**config.mk**
```make
export PLATFORM = sky130hd
export DESIGN_NAME = xgray_rng
export DESIGN_NICKNAME = d
export VERILOG_FILES = /design/src/rtl/xgray_pkg.sv /design/src/rtl/xg_engine.sv /design/src/rtl/xg_scrambler.sv /design/src/rtl/xg_state_reg.sv /design/src/rtl/xgray_rng.sv
export SDC_FILE = /design/constraint.sdc
export NUM_CORES = 1
export LEC_CHECK = 0
export CAP_MARGIN = 10
export CORE_MARGIN = 1.5
export CORE_UTILIZATION = 56
export CTS_CLUSTER_SIZE = 30
export DETAILED_ROUTE_END_ITERATION = 6
export DONT_BUFFER_PORTS = 1
export MAX_ROUTING_LAYER = met4
export PLACE_DENSITY = 0.81
export SETUP_SLACK_MARGIN = 0.02
export SLEW_MARGIN = 5
export SYNTH_ARGS = -nofsm -noshare
export SYNTH_HDL_FRONTEND = slang
export SYNTH_SLANG_ARGS = --single-unit
```
**constraint.sdc**
```tcl
create_clock -name clk -period 7.7 [get_ports clk]
set_input_delay 0.385 -clock clk [delete_from_list [all_inputs] [get_ports clk]]
set_output_delay 0.385 -clock clk [all_outputs]
set_load 0.01 [all_outputs]
```
**src/rtl/xgray_pkg.sv**
```systemverilog
package xgray_pkg;

    parameter int unsigned WORD_W = 16;

    typedef logic [WORD_W-1:0] word_t;

    typedef struct packed {
        word_t s0;
        word_t s1;
    } xg_state_t;

    typedef enum logic [1:0] {
        OP_IDLE = 2'd0,
        OP_STEP = 2'd1,
        OP_LOAD = 2'd2
    } xg_op_e;

    localparam xg_state_t RESET_STATE = '{s0: word_t'(1), s1: '0};

    function automatic word_t rotl(word_t v, int unsigned k);
        int unsigned r;
        r = k % WORD_W;
        if (r == 0) begin
            return v;
        end
        return (v << r) | (v >> (WORD_W - r));
    endfunction

    function automatic xg_state_t sanitize_seed(xg_state_t seed);
        if (seed == '0) begin
            return RESET_STATE;
        end
        return seed;
    endfunction

endpackage

```
**src/rtl/xg_engine.sv**
```systemverilog
module xg_engine
    import xgray_pkg::*;
#(
    parameter int unsigned ROT_A       = 5,
    parameter int unsigned SHIFT_B     = 1,
    parameter int unsigned ROT_C       = 14,
    parameter bit          SHIFT_RIGHT = 1'b1
) (
    input  xg_state_t cur,
    output xg_state_t nxt
);
    word_t mix_t;
    word_t shifted_t;
    word_t gray_t;

    assign mix_t = cur.s0 ^ cur.s1;

    generate
        if (SHIFT_RIGHT) begin : g_shr
            assign shifted_t = mix_t >> SHIFT_B;
        end else begin : g_shl
            assign shifted_t = mix_t << SHIFT_B;
        end
    endgenerate

    assign gray_t = ~mix_t ^ shifted_t;

    always_comb begin
        nxt.s0 = rotl(cur.s0, ROT_A) ^ gray_t;
        nxt.s1 = rotl(mix_t, ROT_C);
    end
endmodule

```
**src/rtl/xg_scrambler.sv**
```systemverilog
module xg_scrambler
    import xgray_pkg::*;
#(
    parameter int unsigned ROT_D = 9
) (
    input  xg_state_t cur,
    output word_t     prn
);
    word_t pair_sum;
    word_t turned;

    assign pair_sum = cur.s0 + cur.s1;
    assign turned   = rotl(pair_sum, ROT_D);
    assign prn      = turned + cur.s0;
endmodule

```
**src/rtl/xg_state_reg.sv**
```systemverilog
module xg_state_reg
    import xgray_pkg::*;
(
    input  logic      clk,
    input  logic      rst,
    input  xg_op_e    op,
    input  xg_state_t seed,
    input  xg_state_t nxt,
    output xg_state_t cur
);
    xg_state_t clean_seed;

    assign clean_seed = sanitize_seed(seed);

    always_ff @(posedge clk) begin
        if (rst) begin
            cur <= RESET_STATE;
        end else begin
            unique case (op)
                OP_LOAD: cur <= clean_seed;
                OP_STEP: cur <= nxt;
                default: cur <= cur;
            endcase
        end
    end
endmodule

```
**src/rtl/xgray_rng.sv**
```systemverilog
module xgray_rng
    import xgray_pkg::*;
#(
    parameter int unsigned ROT_A       = 5,
    parameter int unsigned SHIFT_B     = 1,
    parameter int unsigned ROT_C       = 14,
    parameter int unsigned ROT_D       = 9,
    parameter bit          SHIFT_RIGHT = 1'b1
) (
    input  logic              clk,
    input  logic              rst,
    input  logic              step,
    input  logic              seed_load,
    input  logic [WORD_W-1:0] seed_s0,
    input  logic [WORD_W-1:0] seed_s1,
    output logic [WORD_W-1:0] rnd_out
);
    xg_op_e    op;
    xg_state_t cur_state;
    xg_state_t nxt_state;
    xg_state_t seed_pair;
    word_t     prn_word;
    word_t     rnd_q;
    word_t     state_s0;
    word_t     state_s1;

    always_comb begin
        if (seed_load) begin
            op = OP_LOAD;
        end else if (step) begin
            op = OP_STEP;
        end else begin
            op = OP_IDLE;
        end
    end

    assign seed_pair = '{s0: seed_s0, s1: seed_s1};

    xg_engine #(
        .ROT_A      (ROT_A),
        .SHIFT_B    (SHIFT_B),
        .ROT_C      (ROT_C),
        .SHIFT_RIGHT(SHIFT_RIGHT)
    ) u_engine (
        .cur(cur_state),
        .nxt(nxt_state)
    );

    xg_scrambler #(
        .ROT_D(ROT_D)
    ) u_scrambler (
        .cur(cur_state),
        .prn(prn_word)
    );

    xg_state_reg u_state (
        .clk (clk),
        .rst (rst),
        .op  (op),
        .seed(seed_pair),
        .nxt (nxt_state),
        .cur (cur_state)
    );

    always_ff @(posedge clk) begin
        if (rst) begin
            rnd_q <= '0;
        end else if (op == OP_STEP) begin
            rnd_q <= prn_word;
        end
    end

    assign state_s0 = cur_state.s0;
    assign state_s1 = cur_state.s1;
    assign rnd_out  = rnd_q;
endmodule

```
-- Yosys cells after proc, flatten, opt, wreduce, memory -nomap -nowiden
Index checks and enable logic that the tools add are counted.
W data, S select, Z words.
- flip-flop bits (word level): 48
- logic and storage cells: 22
- output and inout port bits: 16
- input bits: 36
- add/subtract/negate cells: 2
- bitwise operators: 7
- multiplexer cells: 6
- equal/unequal tests: 2
- reduce and logical (&&, ||, !) cells: 2
- operator list (operator ; number):
    $mux W32 ; 2
    $pmux W32 S2 ; 1
    $add A16 B16 Y16 ; 2
    $logic_not A32 Y1 ; 1
    $xor A16 B16 Y16 ; 2
    $not A16 Y16 ; 1
    $or A16 B14 Y16 ; 1
    $or A16 B5 Y16 ; 1
    $or A16 B9 Y16 ; 1
    $xor A16 B15 Y16 ; 1
    $eq A2 B1 Y1 const B ; 1
    $eq A2 B2 Y1 const B ; 1
    $mux W1 ; 2
    $mux W2 ; 1
    $reduce_bool A2 Y1 ; 1

-- Logic depth before layout (Yosys ltp)
- depth in word-level cells: 5
- mapped depth: 16
- depth with buffers taken out: 16

-- Hierarchy
Synthesis repeated with hierarchy kept, for this count alone.
- cells, all modules: 491
- area total of the unflattened synthesis: 4339.2 um^2
- modules (own cells, without submodules) (module ; seq. area each (um^2) ; area each (um^2) ; times used ; cells an instance):
    xg_state_reg ; 640.6 ; 1544.0 ; 1 ; 188
    xg_scrambler ; 0.0 ; 1446.4 ; 1 ; 200
    xgray_rng ; 320.3 ; 764.5 ; 1 ; 71
    xg_engine ; 0.0 ; 584.3 ; 1 ; 32

-- Worst setup path before layout
OpenSTA, ideal clock, no wires.
- path kind: reg-to-reg
- start point: reg, netlist name u_state.cur[18]
- end point: reg rnd_q[14], in the netlist rnd_out[14]
- buffers on the path: 0
- data required time: 7.583 ns
- period minus slack after synthesis: 3.489 ns
- library setup time: 0.117 ns
- slack: 4.211 ns
- cell stages (with the launch flop): 16
- arrival time: 3.372 ns
- path through: dfxtp_1 ha_1 ha_1 a221o_1 a221oi_4 o21ai_0 xor2_1 ha_1 inv_1 fa_1 nor2b_1 o21bai_1 a21oi_1 a31oi_1 xnor2_1 a22o_1
- longest elaborated chain between the ends: 3
- RTL lines (what ; RTL line ; RTL):
    $add A16 B16 Y16 ; xg_scrambler.sv:12 ; assign pair_sum = cur.s0 + cur.s1;
    $or A16 B9 Y16 ; xgray_pkg.sv:26 ; return (v << r) | (v >> (WORD_W - r));
    $add A16 B16 Y16 (*) ; xg_scrambler.sv:14 ; assign prn = turned + cur.s0;
    to (signal assigned) ; xgray_rng.sv:69 ; rnd_q <= prn_word;
    to (decl) ; xgray_rng.sv:23 ; word_t rnd_q;
Mark *: on every way between the ends. The rest lies on a longest branch, timed or not.
A chain may end at the register's enable or synchronous reset.

-- Worst setup path in the final report
- start point: reg, netlist name u_state.cur[18]
- end point: reg rnd_q[14], in the netlist rnd_out[14]
- longest elaborated chain between the ends: 3
- RTL lines (what ; RTL line):
    $add A16 B16 Y16 ; xg_scrambler.sv:12
    $or A16 B9 Y16 ; xgray_pkg.sv:26
    $add A16 B16 Y16 (*) ; xg_scrambler.sv:14
Marked as above.

==> impl_metrics.csv <==
group,metric,value,unit
status,run_status,"complete, no violations",
timing,slew_headroom,55.8,%
timing,clock.fmax,247,MHz
clocking,cts_buffer_depth,2,
clocking,clockRootBuffer,"sky130_fd_sc_hd__clkbuf_8",
power_and_ir_drop,static-leakage-power,1.68,nW
floorplan,ioPinCount,52,
flow_run,number_of_max_capacitance_violations_reported,0,
hold_path,min_delay_worst_type,"input pin to register",
setup_path,cp-start-kind,"register",
timing,max_slew_violation_count,0,
routing,wl,9070,um
routing,avgViaCountPerCell,6.07,
yosys,synth-seq-area-share,26.5,%
routing,detailedRoute.firstIterationViolations,105,
floorplan,fp.dieH,83.4,um
clocking,clk-insertion-delay-late,0.31,ns
place,hpwl,7080,um
global_routing,globalRouteTotalUtil,28.0,%
timing,grt_setup_unrepaired,"no",
yosys,yosys-top-cells-area,"sky130_fd_sc_hd__dfxtp_1, sky130_fd_sc_hd__ha_1, sky130_fd_sc_hd__xnor2_1",
routing,drt_pre_antenna_iters,4,
power_and_ir_drop,peakVddDrop,0.124,mV
setup_path,critPathCaptureType,"register",
yosys,ys_dominant_reg_cell,"sky130_fd_sc_hd__dfxtp_1",
global_routing,grt_max_degree,67,
yosys,yosys.area.top_type,"sky130_fd_sc_hd__dfxtp_1",
setup_path,critPathKind,"register to register",
yosys,yosys_warnings,0,
power_and_ir_drop,power.total,0.831,mW
setup_path,arrival,4.26,ns
yosys,postSynth.asyncResetShare,0,%
final_layout,insertedDiodeCount,0,
global_routing,grt_pass1_wl,15200,um
yosys,ys_types,42,
timing,final-hold-violation-count,0,
clocking,clock_sink_count,48,
clocking,tritoncts_buffers,5,
timing,final_setup_viols,0,
routing,drc_markers,0,
place,gpl.final_weighted_congestion,0.958,
floorplan,area_enclosed_by_the_die_boundary,6960,um^2
global_routing,grt_overflow_total,0,
routing,dr_total_vias,3048,
final_layout,layout.area.seq,961,um^2
routing,wire_per_inst,18.1,um
yosys,netlist_instances,437,
setup_path,req_time_crit_path,7.91,ns
floorplan,placeableCoreArea,6310,um^2
timing,min_period_over_period,52.5,%
power_and_ir_drop,power_density,222,nW/um^2
yosys,mappedNetlistArea,3620,um^2
yosys,yosys.area.top_type_share,26.5,%
clocking,clkSlewWorstSetupHoldPaths,0.09,ns
timing,worst-slew-pin-transition,0.662,ns
final_layout,layout-area-overhead-vs-synth,3.49,%
final_layout,layout-drive-gt1-share,3.53,%
routing,drtAntennaViolNets,0,
yosys,synth-edff-count,0,
timing,totalNegativeSetupSlack,0,ns
final_layout,filler_cell_count,592,
floorplan,fp-row-count,29,
setup_path,path_max_fanout,5,
clocking,cts_max_level,2,
floorplan,initial_util,57.4,%
timing,worst_clock_skew,0.00482,ns
clocking,cts.repair.resized,0,
yosys,postSynthNetCount,517,
final_layout,final_nets,504,
clocking,hold_buffers,0,
yosys,synth.avg_cell_area,8.29,um^2
clocking,cts_setup_buffers,0,
place,port-buffer-count,0,
global_routing,grt_antenna_before_repair,0,
floorplan,die_width,83.4,um
clocking,cts_tree,"done",
yosys,postSynthRegisterBits,48,
timing,final_critical_delay_including_setup_and_external_delays,4.04,ns
global_routing,first_global_vias,3054,
final_layout,multi_input_area,2540,um^2
-- layout by cell type (no fill, tap or decap), types with 2 or more instances in the layout --
cell type and n:
sky130_fd_sc_hd__nand3_1 6, sky130_fd_sc_hd__nand2_1 22, sky130_fd_sc_hd__mux2i_1 27, sky130_fd_sc_hd__nor4_1 8, sky130_fd_sc_hd__ha_1 42, sky130_fd_sc_hd__nor2_1 75
sky130_fd_sc_hd__fa_1 2, sky130_fd_sc_hd__dfxtp_1 48, sky130_fd_sc_hd__a221oi_1 2, sky130_fd_sc_hd__o21bai_1 3, sky130_fd_sc_hd__and3_1 3, sky130_fd_sc_hd__nand4_1 2
sky130_fd_sc_hd__xnor2_1 37, sky130_fd_sc_hd__clkbuf_8 5, sky130_fd_sc_hd__xor2_1 11, sky130_fd_sc_hd__a221oi_2 2, sky130_fd_sc_hd__a21o_1 9, sky130_fd_sc_hd__a31o_2 2
sky130_fd_sc_hd__a22o_1 8, sky130_fd_sc_hd__o21a_1 4, sky130_fd_sc_hd__inv_1 10, sky130_fd_sc_hd__o21ai_0 10, sky130_fd_sc_hd__a211oi_1 5, sky130_fd_sc_hd__nor2b_1 4
sky130_fd_sc_hd__a21oi_1 56, sky130_fd_sc_hd__a31oi_1 6
-- power by group --
group / switching [mW] / internal (mW) / total (mW)
logic: 0.181 / 0.156 / 0.337
clock network: 0.0921 / 0.0962 / 0.188
registers: 0.0322 / 0.274 / 0.306
-- state kept, by name, summed over array words and instances (netlist names) --
register / cells
u_state.cur: 32
rnd_out: 16
-- cell type report --
type	instances	share of cell area, %
Clock buffer	5	1.84
Clock inverter	3	1.14
Inverter	10	1.00
Multi-Input combinational cell	359	67.8
Sequential cell	48	25.6
Tap cell	77	2.57
-- worst max-delay path, stage by stage (launching register included) --
cell and delay, ns:
sky130_fd_sc_hd__dfxtp_1 0.43, sky130_fd_sc_hd__ha_1 0.33, sky130_fd_sc_hd__ha_1 0.23, sky130_fd_sc_hd__a221o_1 0.37, sky130_fd_sc_hd__a221oi_4 0.34, sky130_fd_sc_hd__o21ai_0 0.19
sky130_fd_sc_hd__xor2_1 0.17, sky130_fd_sc_hd__ha_1 0.18, sky130_fd_sc_hd__inv_1 0.06, sky130_fd_sc_hd__fa_1 0.39, sky130_fd_sc_hd__nor2b_1 0.25, sky130_fd_sc_hd__o21bai_1 0.13
sky130_fd_sc_hd__a21oi_1 0.34, sky130_fd_sc_hd__a31oi_1 0.16, sky130_fd_sc_hd__xnor2_1 0.15, sky130_fd_sc_hd__a22o_1 0.22
-- synthesized netlist by cell type, drive strengths merged (2+ instances only) --
cell / count
nor2: 75
a21oi: 56
dfxtp: 48
ha: 42
xnor2: 37
mux2i: 27
nand2: 22
clkbuf: 12
o21ai: 11
xor2: 11
inv: 10
a21o: 9
a22o: 8
buf: 8
nor4: 8
a31oi: 6
nand3: 6
a211oi: 5
a221oi: 5
nor2b: 4
o21a: 4
and3: 3
o21bai: 3
a31o: 2
fa: 2
nand4: 2
-- kinds of logic after synthesis --
logic type,share of synthesized area (%)
and+or+nand+nor,14.7
AOI/OAI and AO/OA,20.8
xor gates and xnor gates,11.6
DFF,26.5
adders and majority gates,15.6
buffers and inverters,3.28
muxes,7.46
-- layer usage --
| metal | share of wire, % | GRT usage (%) |
|---|---|---|
| met5 | 0 | - |
| met4 | 3.2 | 9.39 |
| met3 | 5.9 | 6.26 |
| met2 | 45 | 44.1 |
| met1 | 46 | 35.9 |
-- stage by stage --
| step | std cells | util, % | hold slack [ns] | cell area, um^2 | setup WS (ns) |
|---|---|---|---|---|---|
| 6_report | 502 | 59.4 | 0.129 | 3750 | 3.66 |
| 5_1_grt | 502 | 59.4 | 0.119 | 3750 | 3.44 |
| 3_5_place_dp | 494 | 57.6 | 0.461 | 3640 | 3.67 |
| 2_1_floorplan | 437 | - | 0.476 | 3620 | 4.21 |
| 3_3_place_gp | 494 | 57.6 | 0.458 | 3640 | 3.75 |
| 4_1_cts | 502 | 59.4 | 0.124 | 3750 | 3.67 |
-- path summary, 6_finish.rpt --
| kind | start | endpoint | slack, ns | cells past startpoint |
|---|---|---|---|---|
| setup / recovery | u_state.cur[18]$_SDFFE_PP0P_ | rnd_out[14]$_SDFFE_PP0P_ | 3.66 | 15 |
| hold / removal | rst | rnd_out[3]$_SDFFE_PP0P_ | 0.13 | 1 |
| setup reg to reg | u_state.cur[18]$_SDFFE_PP0P_ | rnd_out[14]$_SDFFE_PP0P_ | 3.66 | 15 |
| hold reg to reg | rnd_out[4]$_SDFFE_PP0P_ | rnd_out[4]$_SDFFE_PP0P_ | 0.50 | 2 |
Note: power is estimated with default switching activity, not from simulation.
